File: src/rtl/pfmac_pkg.sv
package pfmac_pkg;

    localparam int LANE_W_DEF = 16;

    typedef enum logic [2:0] {
        OP_MUL     = 3'd0,
        OP_MAC     = 3'd1,
        OP_MADD    = 3'd2,
        OP_FRAC    = 3'd3,
        OP_FRACMAC = 3'd4,
        OP_SINGLE  = 3'd5,
        OP_RSVD6   = 3'd6,
        OP_RSVD7   = 3'd7
    } op_e;

    typedef struct packed {
        logic wr_a;
        logic wr_d;
    } wr_t;

    // Which destinations an operation produces.
    function automatic wr_t op_writes(op_e op);
        wr_t w;
        case (op)
            OP_MUL, OP_MAC:      w = '{wr_a: 1'b1, wr_d: 1'b1};
            OP_MADD, OP_SINGLE:  w = '{wr_a: 1'b0, wr_d: 1'b1};
            OP_FRAC, OP_FRACMAC: w = '{wr_a: 1'b1, wr_d: 1'b0};
            default:             w = '{wr_a: 1'b0, wr_d: 1'b0};
        endcase
        return w;
    endfunction

endpackage

File: src/rtl/pfmac_swizzle.sv
module pfmac_swizzle #(
    parameter int LANE_W = pfmac_pkg::LANE_W_DEF
) (
    input  logic [2*LANE_W-1:0] word,
    input  logic [1:0]          code,
    output logic [LANE_W-1:0]   hi,
    output logic [LANE_W-1:0]   lo
);
    logic [LANE_W-1:0] up, dn;
    assign up = word[2*LANE_W-1:LANE_W];
    assign dn = word[LANE_W-1:0];

    always_comb begin
        case (code)
            2'd0:    begin hi = up; lo = dn; end
            2'd1:    begin hi = dn; lo = up; end
            2'd2:    begin hi = up; lo = up; end
            default: begin hi = dn; lo = dn; end
        endcase
    end
endmodule

File: src/rtl/pfmac_mult.sv
module pfmac_mult #(
    parameter int LANE_W = pfmac_pkg::LANE_W_DEF
) (
    input  logic [LANE_W-1:0]   x,
    input  logic [LANE_W-1:0]   y,
    output logic [2*LANE_W-1:0] prod
);
    logic signed [2*LANE_W-1:0] xs, ys;
    assign xs   = $signed({{LANE_W{x[LANE_W-1]}}, x});
    assign ys   = $signed({{LANE_W{y[LANE_W-1]}}, y});
    assign prod = xs * ys;
endmodule

File: src/rtl/pfmac_post.sv
module pfmac_post
    import pfmac_pkg::*;
#(
    parameter int LANE_W = pfmac_pkg::LANE_W_DEF
) (
    input  op_e                 op,
    input  logic [1:0]          addsub,
    input  logic [2*LANE_W-1:0] acc_a,
    input  logic [2*LANE_W-1:0] acc_d,
    input  logic [2*LANE_W-1:0] prod_hi,
    input  logic [2*LANE_W-1:0] prod_lo,
    output logic [2*LANE_W-1:0] nxt_a,
    output logic [2*LANE_W-1:0] nxt_d
);
    localparam int W  = LANE_W;
    localparam int WW = 2 * LANE_W;
    localparam logic [WW-1:0] RND = {{W{1'b0}}, 1'b1, {(W-1){1'b0}}};

    logic [WW-1:0] sum_h, sum_l, dbl_h, dbl_l, fsum_h, fsum_l, frnd_h, frnd_l;
    logic [W-1:0]  madd_h, madd_l;

    always_comb begin
        sum_h  = addsub[1] ? acc_a - prod_hi : acc_a + prod_hi;
        sum_l  = addsub[0] ? acc_d - prod_lo : acc_d + prod_lo;
        dbl_h  = prod_hi << 1;
        dbl_l  = prod_lo << 1;
        fsum_h = addsub[1] ? acc_a - dbl_h : acc_a + dbl_h;
        fsum_l = addsub[0] ? acc_d - dbl_l : acc_d + dbl_l;
        frnd_h = fsum_h + RND;
        frnd_l = fsum_l + RND;
        madd_h = addsub[1] ? acc_a[WW-1:W] - prod_hi[W-1:0] : acc_a[WW-1:W] + prod_hi[W-1:0];
        madd_l = addsub[0] ? acc_a[W-1:0]  - prod_lo[W-1:0] : acc_a[W-1:0]  + prod_lo[W-1:0];

        nxt_a = '0;
        nxt_d = '0;
        case (op)
            OP_MUL:     begin nxt_a = prod_hi; nxt_d = prod_lo; end
            OP_MAC:     begin nxt_a = sum_h;   nxt_d = sum_l;   end
            OP_MADD:    nxt_d = {madd_h, madd_l};
            OP_FRAC:    nxt_a = {prod_hi[WW-2:W-1], prod_lo[WW-2:W-1]};
            OP_FRACMAC: nxt_a = {frnd_h[WW-1:W], frnd_l[WW-1:W]};
            OP_SINGLE:  nxt_d = sum_h;
            default:    ;
        endcase
    end
endmodule

File: src/rtl/pfmac_unit.sv
module pfmac_unit
    import pfmac_pkg::*;
#(
    parameter int LANE_W = pfmac_pkg::LANE_W_DEF
) (
    input  logic                clk,
    input  logic                rst,
    input  logic                in_valid,
    input  logic [2:0]          op,
    input  logic [1:0]          addsub,
    input  logic [1:0]          swz,
    input  logic [1:0]          lane_sel,
    input  logic [2*LANE_W-1:0] src_b,
    input  logic [2*LANE_W-1:0] src_c,
    input  logic [2*LANE_W-1:0] acc_a,
    input  logic [2*LANE_W-1:0] acc_d,
    output logic [2*LANE_W-1:0] res_a,
    output logic                wen_a,
    output logic [2*LANE_W-1:0] res_d,
    output logic                wen_d
);
    localparam int W  = LANE_W;
    localparam int WW = 2 * LANE_W;
    localparam int NLANE = 2;

    op_e op_q;
    assign op_q = op_e'(op);

    logic [W-1:0] sw_hi, sw_lo, pick_b, pick_c;
    logic [W-1:0] mx [NLANE];
    logic [W-1:0] my [NLANE];
    logic [WW-1:0] prod [NLANE];
    logic [WW-1:0] nxt_a, nxt_d;
    wr_t           wr;

    pfmac_swizzle #(.LANE_W(W)) u_swz (
        .word(src_b), .code(swz), .hi(sw_hi), .lo(sw_lo)
    );

    // Single-lane mode steers selected halves into the high multiplier.
    assign pick_b = lane_sel[1] ? src_b[WW-1:W] : src_b[W-1:0];
    assign pick_c = lane_sel[0] ? src_c[WW-1:W] : src_c[W-1:0];

    assign mx[1] = (op_q == OP_SINGLE) ? pick_b : sw_hi;
    assign my[1] = (op_q == OP_SINGLE) ? pick_c : src_c[WW-1:W];
    assign mx[0] = sw_lo;
    assign my[0] = src_c[W-1:0];

    for (genvar i = 0; i < NLANE; i++) begin : gen_lane
        pfmac_mult #(.LANE_W(W)) u_mult (
            .x(mx[i]), .y(my[i]), .prod(prod[i])
        );
    end

    pfmac_post #(.LANE_W(W)) u_post (
        .op(op_q), .addsub(addsub), .acc_a(acc_a), .acc_d(acc_d),
        .prod_hi(prod[1]), .prod_lo(prod[0]), .nxt_a(nxt_a), .nxt_d(nxt_d)
    );

    assign wr = op_writes(op_q);

    always_ff @(posedge clk) begin
        if (rst) begin
            res_a <= '0;
            res_d <= '0;
            wen_a <= 1'b0;
            wen_d <= 1'b0;
        end else begin
            wen_a <= in_valid && wr.wr_a;
            wen_d <= in_valid && wr.wr_d;
            if (in_valid && wr.wr_a) res_a <= nxt_a;
            if (in_valid && wr.wr_d) res_d <= nxt_d;
        end
    end

    assert_idle_hold_R2: assert property (@(posedge clk) disable iff (rst)
        !in_valid |=> !wen_a && !wen_d && $stable(res_a) && $stable(res_d));

    assert_mul_both_R4: assert property (@(posedge clk) disable iff (rst)
        (in_valid && op == 3'd0) |=> wen_a && wen_d);

    assert_mac_zero_mult_R5: assert property (@(posedge clk) disable iff (rst)
        (in_valid && op == 3'd1 && src_c == '0) |=> res_a == $past(acc_a) && res_d == $past(acc_d));

    assert_madd_only_d_R6: assert property (@(posedge clk) disable iff (rst)
        (in_valid && (op == 3'd2 || op == 3'd5)) |=> !wen_a && wen_d);

    assert_frac_zero_R7: assert property (@(posedge clk) disable iff (rst)
        (in_valid && op == 3'd3 && src_c == '0) |=> res_a == '0 && wen_a && !wen_d);

    assert_fracmac_only_a_R8: assert property (@(posedge clk) disable iff (rst)
        (in_valid && op == 3'd4) |=> wen_a && !wen_d);

    assert_reserved_op_R10: assert property (@(posedge clk) disable iff (rst)
        (in_valid && op[2:1] == 2'b11) |=> !wen_a && !wen_d && $stable(res_a) && $stable(res_d));
endmodule

File: config.mk
export PLATFORM = sky130hd
export DESIGN_NAME = pfmac_unit
export DESIGN_NICKNAME = d
export VERILOG_FILES = /design/src/rtl/pfmac_pkg.sv /design/src/rtl/pfmac_swizzle.sv /design/src/rtl/pfmac_mult.sv /design/src/rtl/pfmac_post.sv /design/src/rtl/pfmac_unit.sv
export SDC_FILE = /design/constraint.sdc
export NUM_CORES = 2
export LEC_CHECK = 0
export BUFFER_PORTS_ARGS = -buffer_cell sky130_fd_sc_hd__buf_2
export CAP_MARGIN = 25
export CORE_MARGIN = 2
export CORE_UTILIZATION = 40
export CTS_BUF_LIST = sky130_fd_sc_hd__clkbuf_2
export DETAILED_ROUTE_END_ITERATION = 16
export GPL_TIMING_DRIVEN = 1
export PLACE_DENSITY = 0.67
export SYNTH_ARGS = -nofsm -noshare
export SYNTH_HDL_FRONTEND = slang
export SYNTH_SLANG_ARGS = --single-unit
File: constraint.sdc
create_clock -name clk -period 30.7 [get_ports clk]
set_clock_uncertainty 0.1 [all_clocks]
set_input_delay 1.535 -clock clk [delete_from_list [all_inputs] [get_ports clk]]
set_output_delay 1.535 -clock clk [all_outputs]
set_load 0.01 [all_outputs]
==> summary.md <==
| Metric | Value |
|---|---|
| Status | complete, no violations |
| Vias per cell | around 5.6 |
| Pin count of the biggest net entering global routing | 67 |
| IO buf count | between 200 and 250 |
| Cell Rows | approximately 100 |
| Detailed placer's ending HPWL | approximately 91 mm |
| Hold buffers post-CTS | 0 |
| Syn Nets | 4914 |
| Final Hold Fails | 0 |
| Post-synth top flop | dfxtp_1 |
| Slew @ Worst Pin | around 1.1 ns |
| Die Y | roughly 290 um |
| Worst setup SP type | primary input |
| Hold path cells | 2 |
| Period utilization | 0.444 |
| Mean Syn Cell Area | between 8 and 9 um2 |
| Post-synthesis sequential area ratio | 0.0407 |
| Peak fanout along the critical path | 30 |
| Synth Instances | approximately 4000 |
| Synth top area share | 0.326 |
| Remaining routing DRC violations | 0 |
| WL/cell | 21.1 um |
| Worst-path clk slew | around 0.20 ns |
| Insertion delay to the later sink of the worst-skew pair | 0.53 ns |
| Arr. time, crit path | 13.94 ns |
| Final setup fails | 0 |
| Placed inst area | 34600 um2 |
| Asr flop ratio synth | 0 |
| Yosys warns | 0 |
| Netlist cell types | between 100 and 150 |
| Reg-to-reg critical path endpoint | res_a[15]$_SDFFE_PP0P_ |
| Root buffer cell | clkbuf_2 |
| Ports | between 200 and 250 |
| Total clock buffers created by CTS | 9 |
| Hold Path End | res_a[17]$_SDFFE_PP0P_ |
| Clock sinks | 66 |
| Post-CTS setup buffer count | 0 |
| Via count | roughly 29000 |
| Nets | between 5000 and 6000 |
| Bufs on Longest Clock Path | 2 |
| MaxCap Viol Count | 0 |
| Leading area contributor after synthesis | fa_1 |
| Vias in the first global route | ~29000 |
| Final Hold Slack | between 0.4 and 0.5 ns |
| Worst r2r path cells | 4 |
| P&R area growth vs syn | 6.95% |
| Initial Util | 0.404 |
| Fin. max-slew vios | 0 |
| Setup TNS | 0 ns |
| Worst Path Buf+Inv | 7 |
| Worst Path Required | 31.02 ns |
| Reg2reg start | res_a[15]$_SDFFE_PP0P_ |
| CTS tree | done |
| Final instance area | about 35000 um2 |
| Post_cts resized | 0 |
| H-tree levels | 3 |
| Post-route ant nets | 0 |
| Flops & latches, synth | 66 |
| Worst min-delay path category | flop to flop |
| Max-slew headroom | 0.217 |
| CP max stage cell | mux2i_1 |
| Fin util | 0.432 |
| Delay-heaviest family, CP | compound AO/OA/AOI/OAI gates |
| Global Route Usage Sum | 0.262 |
| CP most frequent cell | fa_1 |
| RePlAce Congestion | around 1.0 |
| Share of cells above drive strength 1 | 0.0884 |
| Flop2flop setup slack | 29.62 ns |
| Die width | between 200 and 300 um |
| CP Capture Type | flop |
| Synth top cells by count | 712 x inv_1, 528 x fa_1, 374 x nand2_1, 338 x nor2_1, 308 x ha_1 |
| EDFF count, synth | 0 |
| Largest cells by area after synthesis | fa_1 33%, ha_1 12%, inv_1 8.2% |
| Initial antenna violation count | 9 |
| Total grt overflow | 0 |
| Synth Cell Area | 32500 um2 |
| Critical setup path kind | primary input to flop |
| First-pass GRT wire length | ~170 mm |
| DR pass1 iterations | 6 |
| Fillers | roughly 8100 |
| Unrepaired setup endpoints after global routing | false |
| Top achievable clock speed | roughly 73 MHz |
| Initial DRC count | 2135 |
| CP max stage delay | approximately 0.80 ns |
| Min Tclk post-route | roughly 14 ns |
| Core ar. | roughly 80000 um2 |
| Die area | 83500 um2 |
| Most frequent cell after synthesis | inv_1 |
| Final wirelength | roughly 110 mm |
| Startpoint of the worst hold path | res_a[17]$_SDFFE_PP0P_ |
[flip-flops by register name, summed over array words and instances, names as in the netlist]
register,flops
wen_d,1
wen_a,1
res_d,32
res_a,32
[logic make-up after synthesis]
group | Yosys count | share of synthesized area
AO/OA/AOI/OAI | 675 | 0.144
multiplexers | 86 | 0.0282
flip-flops | 66 | 0.0407
XOR/XNOR | 267 | 0.0731
AND/OR/NAND/NOR | 1155 | 0.169
buffers and inverters | 846 | 0.0986
adder cells (fa/ha/maj) | 843 | 0.446
[stage by stage]
| step | setup WS [ns] | std cells |
|---|---|---|
| after global placement | 16.96 | 5101 |
| after floorplan | 17.57 | 3938 |
| after detailed placement | 16.61 | 5101 |
| after CTS | 17.18 | 5117 |
| final | 17.08 | 5124 |
| after global routing | 16.33 | 5121 |
[how the worst max path moves through the flow]
stage | endpoint | cells past startpoint | startpoint
final | res_a[30]$_SDFFE_PP0P_ | 44 | op[1]
after global routing | res_a[30]$_SDFFE_PP0P_ | 45 | op[1]
after CTS | res_a[30]$_SDFFE_PP0P_ | 44 | op[1]
after detailed placement | res_a[30]$_SDFFE_PP0P_ | 44 | op[1]
after global placement | res_a[30]$_SDFFE_PP0P_ | 44 | op[1]
after floorplan | res_a[30]$_SDFFE_PP0P_ | 46 | op[1]
[worst register-to-register path: stages (launching register included)]
cell	delay, ns
dfxtp_1	0.39
nor2_1	0.05
nor2_1	0.18
nand4_1	0.11
o211ai_1	0.19
[routing by layer]
metal,share of wire,vias up,GRT usage
met1,0.41,14169,0.336
li1,-,13093,-
met2,0.47,1138,0.439
met3,0.077,252,0.0491
met4,0.042,12,0.0930
met5,0.00059,-,0
[cell type report]
type | instances | area (um2) | share of cell area
Clock inverter | 6 | 81.3 | 0.00234
Sequential cell | 66 | 1320 | 0.0380
Antenna cell | 5 | 12.5 | 0.000360
Tap cell | 1060 | 1330 | 0.0382
Inverter | 713 | 2680 | 0.0771
Clock buffer | 10 | 50.0 | 0.00144
Timing Repair Buffer | 238 | 1270 | 0.0366
Multi-Input combinational cell | 3026 | 28000 | 0.806
[cell usage in the layout (no fill, tap or decap), types with 78 or more instances in the layout]
cell type | netlist | routed
buf_2 | 13 | 206
xnor2_1 | 185 | 185
fa_1 | 528 | 528
inv_1 | 712 | 712
a21oi_1 | 178 | 178
and2_1 | 104 | 103
xor2_1 | 78 | 78
nand2_1 | 374 | 374
ha_1 | 308 | 308
nor3_1 | 99 | 97
o21ai_0 | 105 | 105
nor2_1 | 338 | 338
Power is left out: the tool's default activity adds up to more than one toggle a clock period on the data nets, which glitch-free logic cannot reach.
